File: config.mk
export PLATFORM = sky130hd
export DESIGN_NAME = pwm_tick_tree
export DESIGN_NICKNAME = d
export VERILOG_FILES = /design/src/rtl/pwm_tick_pkg.sv /design/src/rtl/ptt_prescaler.sv /design/src/rtl/ptt_ext_edge.sv /design/src/rtl/ptt_chan_div.sv /design/src/rtl/pwm_tick_tree.sv
export SDC_FILE = /design/constraint.sdc
export NUM_CORES = 1
export LEC_CHECK = 0
export BUFFER_PORTS_ARGS = -buffer_cell sky130_fd_sc_hd__buf_2
export CORE_ASPECT_RATIO = 0.75
export CORE_UTILIZATION = 30
export DETAILED_ROUTE_END_ITERATION = 7
export GPL_ROUTABILITY_DRIVEN = 0
export MAX_ROUTING_LAYER = met4
export PLACE_DENSITY_LB_ADDON = 0.2
export SLEW_MARGIN = 20
export SYNTH_ARGS = -nofsm -noshare
export SYNTH_HDL_FRONTEND = slang
export SYNTH_SLANG_ARGS = --single-unit
File: constraint.sdc
create_clock -name clk_i -period 4.1 [get_ports clk_i]
set_clock_uncertainty 0.15 [all_clocks]
set_input_delay 0.82 -clock clk_i [delete_from_list [all_inputs] [get_ports clk_i]]
set_output_delay 0.82 -clock clk_i [all_outputs]
set_load 0.1 [all_outputs]
File: src/rtl/pwm_tick_pkg.sv
package pwm_tick_pkg;
  localparam int N_TMR   = 5;
  localparam int N_GRP   = 2;
  localparam int GRP0_N  = 2;
  localparam int PSC_W   = 8;
  localparam int CODE_W  = 4;
  localparam int DCNT_W  = 4;
  localparam int DATA_W  = 32;

  function automatic int grp_of(input int n);
    return (n < GRP0_N) ? 0 : 1;
  endfunction

  // last count of the divider: 2^(sel+1)-1
  function automatic logic [DCNT_W-1:0] div_last(input logic [1:0] sel);
    return DCNT_W'((1 << (sel + 1)) - 1);
  endfunction
endpackage

File: src/rtl/ptt_prescaler.sv
module ptt_prescaler #(
  parameter int W = 8
) (
  input  logic         clk_i,
  input  logic         rst_ni,
  input  logic [W-1:0] val_i,
  input  logic         restart_i,
  output logic         tick_o
);
  logic [W-1:0] cnt_q;

  always_ff @(posedge clk_i or negedge rst_ni) begin
    if (!rst_ni)              cnt_q <= '0;
    else if (restart_i)       cnt_q <= '0;
    else if (cnt_q == val_i)  cnt_q <= '0;
    else                      cnt_q <= cnt_q + 1'b1;
  end

  assign tick_o = (cnt_q == val_i);
endmodule

File: src/rtl/ptt_ext_edge.sv
module ptt_ext_edge (
  input  logic clk_i,
  input  logic rst_ni,
  input  logic pin_i,
  output logic tick_o
);
  logic s1_q, s2_q, s3_q;

  always_ff @(posedge clk_i or negedge rst_ni) begin
    if (!rst_ni) begin
      s1_q <= 1'b0;
      s2_q <= 1'b0;
      s3_q <= 1'b0;
    end else begin
      s1_q <= pin_i;
      s2_q <= s1_q;
      s3_q <= s2_q;
    end
  end

  assign tick_o = s2_q & ~s3_q;
endmodule

File: src/rtl/ptt_chan_div.sv
module ptt_chan_div
  import pwm_tick_pkg::*;
(
  input  logic              clk_i,
  input  logic              rst_ni,
  input  logic [CODE_W-1:0] code_i,
  input  logic              psc_tick_i,
  input  logic              ext_tick_i,
  input  logic              restart_i,
  output logic              tick_o
);
  logic              ext_sel;
  logic [DCNT_W-1:0] lim;
  logic [DCNT_W-1:0] cnt_q;

  assign ext_sel = (code_i >= CODE_W'(4));
  assign lim     = div_last(code_i[1:0]);

  always_ff @(posedge clk_i or negedge rst_ni) begin
    if (!rst_ni)                        cnt_q <= '0;
    else if (restart_i)                 cnt_q <= '0;
    else if (psc_tick_i && !ext_sel)    cnt_q <= (cnt_q == lim) ? '0 : cnt_q + 1'b1;
  end

  assign tick_o = ext_sel ? ext_tick_i : (psc_tick_i && (cnt_q == lim));
endmodule

File: src/rtl/pwm_tick_tree.sv
module pwm_tick_tree
  import pwm_tick_pkg::*;
(
  input  logic              clk_i,
  input  logic              rst_ni,
  input  logic              wr_en_i,
  input  logic              addr_i,
  input  logic [DATA_W-1:0] wdata_i,
  output logic [DATA_W-1:0] rdata_o,
  input  logic [N_GRP-1:0]  ext_clk_i,
  output logic [N_TMR-1:0]  tick_o
);
  localparam int PSC_BITS  = N_GRP * PSC_W;
  localparam int CODE_BITS = N_TMR * CODE_W;

  logic [PSC_BITS-1:0]  psc_q;
  logic [CODE_BITS-1:0] code_q;
  logic [N_GRP-1:0]     psc_chg, psc_tick, ext_tick;
  logic [N_TMR-1:0]     code_chg;
  logic                 wr_psc, wr_code;

  assign wr_psc  = wr_en_i && !addr_i;
  assign wr_code = wr_en_i &&  addr_i;

  always_ff @(posedge clk_i or negedge rst_ni) begin
    if (!rst_ni) begin
      psc_q  <= '0;
      code_q <= '0;
    end else begin
      if (wr_psc)  psc_q  <= wdata_i[PSC_BITS-1:0];
      if (wr_code) code_q <= wdata_i[CODE_BITS-1:0];
    end
  end

  always_comb begin
    rdata_o = '0;
    if (addr_i) rdata_o[CODE_BITS-1:0] = code_q;
    else        rdata_o[PSC_BITS-1:0]  = psc_q;
  end

  for (genvar g = 0; g < N_GRP; g++) begin : g_grp
    assign psc_chg[g] = wr_psc &&
                        (wdata_i[g*PSC_W +: PSC_W] != psc_q[g*PSC_W +: PSC_W]);

    ptt_prescaler #(.W(PSC_W)) u_psc (
      .clk_i     (clk_i),
      .rst_ni    (rst_ni),
      .val_i     (psc_q[g*PSC_W +: PSC_W]),
      .restart_i (psc_chg[g]),
      .tick_o    (psc_tick[g])
    );

    ptt_ext_edge u_ext (
      .clk_i  (clk_i),
      .rst_ni (rst_ni),
      .pin_i  (ext_clk_i[g]),
      .tick_o (ext_tick[g])
    );
  end

  for (genvar n = 0; n < N_TMR; n++) begin : g_chan
    localparam int G = grp_of(n);

    assign code_chg[n] = wr_code &&
                         (wdata_i[n*CODE_W +: CODE_W] != code_q[n*CODE_W +: CODE_W]);

    ptt_chan_div u_div (
      .clk_i      (clk_i),
      .rst_ni     (rst_ni),
      .code_i     (code_q[n*CODE_W +: CODE_W]),
      .psc_tick_i (psc_tick[G]),
      .ext_tick_i (ext_tick[G]),
      .restart_i  (code_chg[n] | psc_chg[G]),
      .tick_o     (tick_o[n])
    );
  end
endmodule

==> results by group, run 1 <==
Status
  – Status: finished, final reports clean

Run
  – Max cap viols: 0

Logic synthesis
  – Avg Inst Size Synth: 10.75 um2
  – Count leader, synth: dfrtp_1
  – Post-synth EDFFs: 0
  – Sequential area share after synthesis: 0.4355
  – Async S/R FF share, synth: 1.000
  – Main flop type after synthesis: dfrtp_1
  – Cell variety after synth: 37
  – Synthesized flop and latch total: 78
  – Syn Inst Count: 417
  – Top cells by instance count after synthesis: dfrtp_1, xor2_1, mux2_2
  – Synthesized cell area: 4482 um2
  – Yosys warning total: 0
  – Top-area cell type share of the netlist area: 0.4355
  – Area leader, netlist: dfrtp_1
  – Ranking of synthesized cells by area: dfrtp_1, mux2_2, xor2_1

Pwr
  – Maximum vdd ir drop: 0.2044 mV
  – Gate power share: 0.301
  – PwrDens: 492.2 nW/um2
  – Leakage: 2.270 nW
  – Clock share of power: 0.292
  – P_int: 1.555 mW
  – Sequential cell fraction of total power: 0.407
  – Psw: 986.4 uW
  – Sw Ratio: 0.3881

CTS
  – Clk_lat worst skew: 0.33 ns
  – CTS resizes: 0
  – Sink Count: 78
  – CTS tree: yes
  – Hold_buf cts: 0
  – Root Buffer: clkbuf_16
  – TritonCTS Buffers: 9
  – CTS H-Tree Depth: 3
  – Post CTS Setup Buffer Count: 0
  – CTS clk-pin slew, worst paths: 0.06 ns
  – Clock Path Buffers: 2

Placement
  – IO Port Bufs: 50
  – HPWL Detailed: 7535 um
  – Dpl cells: 655

Setup path
  – Worst reg2reg startpoint: psc_q[1]$_DFFE_PN0P_
  – Worst path cell trace: xor2_1 > nor4_2 > nand2_1 > or4_1 > o21ai_0 > buf_2
  – Crit Path Class: register to output port
  – CP Max Fanout: 8
  – Critical path required time: 3.13 ns
  – Critical path's slowest cell: or4_1
  – Worst Setup Start Kind: register
  – Crit path DAT: 2.89 ns
  – CP peak stage delay: 0.58 ns
  – Worst setup path startpoint: psc_q[1]$_DFFE_PN0P_
  – Critical Path Sink Type: output port

Detailed routing
  – Residual DRC count: 0
  – Detailed Route WL: 10600 um
  – Via-to-Cell Ratio: 4.842
  – DR pass1 iterations: 4
  – Vias: 3244
  – WL/cell: 15.81 um
  – Violation count after the first detailed-route iteration: 216
  – Post-DRT Antenna Nets: 0

GRT
  – Total gr overflow: 0
  – Vias in the first global route: 3308
  – Largest net degree at the start of global routing: 79
  – Antenna violations before repair: 0
  – First-pass GRT wire length: 17520 um
  – Total GRT Usage: 0.1547

Timing
  – Minimum clock period: 3.858 ns
  – TNS Setup: 0 ns
  – Final setup fails: 0
  – Slew @ Worst Pin: 0.7482 ns
  – Highest Clock Rate: 0.2592 GHz
  – Fin. max-slew vios: 0
  – RSZ-0062 raised after global routing: false
  – Fin crit share: 0.9410
  – Final Hold Viols: 0
  – Final hold slack: 0.2003 ns
  – Relative slew slack: 0.5012

Hold path
  – Worst hold path startpoint: g_grp[1].u_ext.s1_q$_DFF_PN0_
  – HP Class: register to register

Floorplanning
  – Ports: 75
  – Core ar.: 14500 um2
  – Initial core utilization: 0.3091
  – DIE HEIGHT: 107.9 um
  – Die area: 15440 um2
  – Chip width: 143.1 um
  – Row cnt: 38

Cells and area
  – Multi-input gate area: 2406 um2
  – Share of post-route cells with drive strength above 1: 0.2745
  – Filler Cell Count: 1475
  – Final cell count without fillers: 670
  – Area grow syn2layout: 15.21%
  – Diodes inserted: 0
  – Final core occ: 0.3561
  – Layout Nets: 511
  – FF+latch area: 1952 um2
-- flip-flops by register name (all words and copies together) (netlist names) --
register and flops:
g_chan.u_div.cnt_q 20, g_grp.u_ext.s3_q 2, code_q 20, psc_q 16, g_grp.u_ext.s1_q 2, g_grp.u_ext.s2_q 2, g_grp.u_psc.cnt_q 16
-- worst paths after layout --
check                                                  endpoint  slack [ns]  depth (start not counted)
max                                                   tick_o[1]        0.24                          6
min                               g_grp[1].u_ext.s2_q$_DFF_PN0_        0.20                          0
min reg2reg                       g_grp[1].u_ext.s2_q$_DFF_PN0_        0.20                          0
min in group asynchronous  g_chan[0].u_div.cnt_q[2]$_DFFE_PN0P_        0.37                          1
max reg2reg                g_chan[1].u_div.cnt_q[3]$_DFFE_PN0P_        1.66                          5
max in group asynchronous     g_grp[1].u_psc.cnt_q[3]$_DFF_PN0_        2.91                          1
-- logic make-up after synthesis --
| logic type | synth area share |
|---|---|
| other | 0.0008367 |
| DFF | 0.4355 |
| and+or+nand+nor | 0.1817 |
| AOI/OAI and AO/OA | 0.05220 |
| buffers and inverters | 0.03685 |
| adders and majority gates | 0.01954 |
| xor gates and xnor gates | 0.1427 |
| muxes | 0.1307 |
-- cell usage in the layout, fill, tap and decap left out, types with 8 or more instances in the layout --
cell type	synthesis	routed
nand2_1	26	26
nand4_1	11	11
clkbuf_16	0	9
and3_1	8	8
buf_2	0	49
xnor2_1	12	12
conb_1	1	12
or4_1	10	10
nor2_1	27	27
xor2_1	61	61
mux2_2	52	52
nand3_1	13	13
o21ai_0	13	13
dfrtp_1	78	78
a31oi_1	8	8
-- routing by layer --
layer  wire length (um)  vias to the layer above  share of wire  GRT usage
li1                   -                     1559              -          -
met1               5461                     1623           0.52     0.2127
met2               4683                       49           0.44     0.2244
met3                310                       13          0.029    0.03514
met4                140                        0          0.013    0.04762
met5                  0                        -              0          -
-- through the flow --
stage,power [mW],worst slack (ns),cell area [um2]
2_1_floorplan,1.650,1.042,4523
3_3_place_gp,1.803,0.6692,4891
3_5_place_dp,1.814,0.5641,4891
4_1_cts,2.576,0.1875,5160
5_1_grt,2.678,0.05051,5164
6_report,2.542,0.2417,5164
-- worst max-delay path, delay by kind of cell, from the launching register on --
family / cells / cell delay [ns]
AND/OR/NAND/NOR: 3 / 1.41
flip-flops: 1 / 0.42
buffers and inverters: 1 / 0.44
AO/OA/AOI/OAI: 1 / 0.09
XOR/XNOR: 1 / 0.19
-- power by group through the flow --
stage	Combinational, mW	Sequential (mW)	Clock, mW
6_report	0.764	1.04	0.743
5_1_grt	0.823	1.06	0.796
4_1_cts	0.770	1.03	0.770
3_5_place_dp	0.768	1.05	0
3_3_place_gp	0.760	1.04	0
2_1_floorplan	0.656	0.994	0
-- final cells by class --
class                           count  area share
Clock buffer                       14     0.05113
Multi-Input combinational cell    323      0.4660
Tap cell                          200     0.04846
Sequential cell                    78      0.3780
Timing Repair Buffer               54     0.05549
Clock inverter                      1   0.0009692
Note: power is estimated with default switching activity, not from simulation.
==> inputs of run 2 (changes only) <==
--- a/config.mk
+++ b/config.mk
@@ -14,3 +14,2 @@
 export PLACE_DENSITY_LB_ADDON = 0.2
-export SLEW_MARGIN = 20
 export SYNTH_ARGS = -nofsm -noshare
==> constraint.sdc (replaced) <==
create_clock -name clk_i -period 4.1 [get_ports clk_i]
set_clock_uncertainty 0.15 [all_clocks]
set_input_delay 1.23 -clock clk_i [delete_from_list [all_inputs] [get_ports clk_i]]
set_output_delay 1.23 -clock clk_i [all_outputs]
set_load 0.1 [all_outputs]
==> results by group, run 2 (synthesis gave the netlist of run 1 again) <==
GRT
  – Met3 Usage GRT: 0.03247
  – Largest net degree at the start of global routing: 79
  – Antenna violations before repair: 0
  – Vias in the first global route: 3207
  – First-pass GRT wire length: 17550 um
  – M1 GR Usage: 0.2146
  – Met2 Usage GRT: 0.2251
  – Global routing's busiest layer: met2
  – Total gr overflow: 0
  – Total GRT Usage: 0.1551

Timing
  – Final hold slack: 0.2080 ns
  – RSZ-0062 raised after global routing: false
  – Minimum clock period: 3.934 ns
  – Slew @ Worst Pin: 1.058 ns
  – Final setup fails: 0
  – Relative slew slack: 0.2944
  – Fin crit share: 0.9596
  – Final Hold Viols: 0
  – Highest Clock Rate: 0.2542 GHz
  – TNS Setup: 0 ns
  – Fin. max-slew vios: 0
  – Final Worst Setup Slack: 0.1658 ns

Run
  – Max cap viols: 0

CTS
  – Post CTS Setup Buffer Count: 0
  – CTS clk-pin slew, worst paths: 0.06 ns
  – Hold_buf cts: 0
  – CTS H-Tree Depth: 3
  – Clock Path Buffers: 2
  – CTS tree: yes
  – TritonCTS Buffers: 9
  – Root Buffer: clkbuf_16
  – Clk_lat worst skew: 0.34 ns
  – Sink Count: 78

Cells and area
  – Layout Nets: 513
  – Share of post-route cells with drive strength above 1: 0.2875
  – Area grow syn2layout: 19.71%
  – Final cell count without fillers: 673
  – Most common cell after layout, fill and taps aside: dfrtp_1
  – Filler Cell Count: 1445
  – Most frequent cells in the layout: dfrtp_1, xor2_1, mux2_2, buf_2, nor2_1
  – Top flop regs: code_q (20), g_chan.u_div.cnt_q (20)
  – Diodes inserted: 0

Detailed routing
  – Vias: 3251
  – WL/cell: 15.70 um
  – Violation count after the first detailed-route iteration: 160
  – Detailed Route WL: 10560 um
  – Post-DRT Antenna Nets: 0
  – Residual DRC count: 0
  – Via-to-Cell Ratio: 4.831
  – DR pass1 iterations: 4

Floorplanning
  – Row cnt: 38
  – Ports: 75
  – Initial core utilization: 0.3091
  – Die area: 15440 um2
  – DIE HEIGHT: 107.9 um
  – Chip width: 143.1 um
  – Core ar.: 14500 um2

Pwr
  – Gate power share: 0.286
  – P_int: 1.743 mW
  – Clock share of power: 0.340
  – Sw Ratio: 0.3704
  – Leakage: 2.345 nW
  – Sequential cell fraction of total power: 0.374
  – PwrDens: 516.0 nW/um2
  – Psw: 1.025 mW
  – Maximum vdd ir drop: 0.2395 mV

Setup path
  – Worst path bufs/invs: 1
  – CP top delay family: simple AND/OR/NAND/NOR gates
  – Worst r2r dst: g_chan[0].u_div.cnt_q[3]$_DFFE_PN0P_
  – R2r worst-path depth: 6
  – Flop2flop setup slack: 1.77 ns
  – CP Max Fanout: 7
  – Crit Path Class: register to output port
  – Worst Setup Start Kind: register
  – CP peak stage delay: 0.56 ns
  – Critical path required time: 2.72 ns
  – Worst reg2reg startpoint: psc_q[4]$_DFFE_PN0P_
  – Worst path cell trace: or4b_1 > a211oi_2 > nor2_1 > or4_1 > o21ai_0 > buf_12
  – Critical path's slowest cell: or4b_1
  – Crit path DAT: 2.55 ns
  – Critical Path Sink Type: output port

Placement
  – HPWL Detailed: 7546 um
  – IO Port Bufs: 50
  – Pre-CTS setup slack: 0.3841 ns
  – Dpl cells: 657

Hold path
  – Hold Path Stages: 0
  – HP Class: register to register
  – Hold Crit Endpoint: g_grp[0].u_ext.s2_q$_DFF_PN0_
  – Worst hold path startpoint: g_grp[0].u_ext.s1_q$_DFF_PN0_

Status
  – Status: finished, final reports clean
==> run 2: worst max path at each step <==
| stage | start | end | slack (ns) | cells after the start |
|---|---|---|---|---|
| after detailed placement | addr_i | rdata_o[6] | 0.38 | 4 |
| after global placement | addr_i | rdata_o[6] | 0.39 | 4 |
| after floorplan | addr_i | rdata_o[16] | 0.42 | 2 |
| after CTS | code_q[17]$_DFFE_PN0P_ | tick_o[4] | 0.03 | 6 |
| final | code_q[17]$_DFFE_PN0P_ | tick_o[4] | 0.17 | 6 |
| after global routing | code_q[0]$_DFFE_PN0P_ | tick_o[0] | 0.0009 | 6 |
==> run 2: metal layers <==
| metal | wire, um | share of wire |
|---|---|---|
| met1 | 5504 | 0.52 |
| met2 | 4671 | 0.44 |
| met3 | 289 | 0.027 |
| met4 | 99 | 0.0094 |
| met5 | 0 | 0 |
==> run 2: stage by stage <==
step / power, mW / area (um2) / util
finish: 2.768 / 5365 / 0.3700
global route: 2.909 / 5365 / 0.3700
CTS: 2.793 / 5341 / 0.3683
detailed placement: 1.829 / 4994 / 0.3443
global placement: 1.819 / 4994 / 0.3443
floorplan: 1.650 / 4523 / -
==> run 2: worst register-to-register path, stage by stage (launching register included) <==
cell     delay [ns]
dfrtp_1        0.45
xor2_1         0.22
nor4_4         0.36
nand2_1        0.22
buf_4          0.21
or4_1          0.49
a31oi_1        0.16
==> run 2: area by class of cell <==
cell class	count	area, um2	area share
Clock buffer	10	239.0	0.04454
Sequential cell	78	1952	0.3638
Multi-Input combinational cell	323	2430	0.4529
Clock inverter	6	108.9	0.02029
Timing Repair Buffer	56	385.4	0.07183
Tap cell	200	250.2	0.04664
==> run 2: repair_timing <==
| item | CTS | global route |
|---|---|---|
| setup endpoints to repair | 0 | 5 |
| resized for setup | 0 | 6 |
| hold endpoints to repair | 0 | 0 |
==> run 2: power by group through the flow <==
stage | Sequential [mW] | Clock, mW | Combinational (mW)
2_1_floorplan | 0.994 | 0 | 0.656
3_3_place_gp | 1.04 | 0 | 0.776
3_5_place_dp | 1.05 | 0 | 0.783
4_1_cts | 1.03 | 0.973 | 0.786
5_1_grt | 1.06 | 0.997 | 0.851
6_report | 1.04 | 0.941 | 0.791
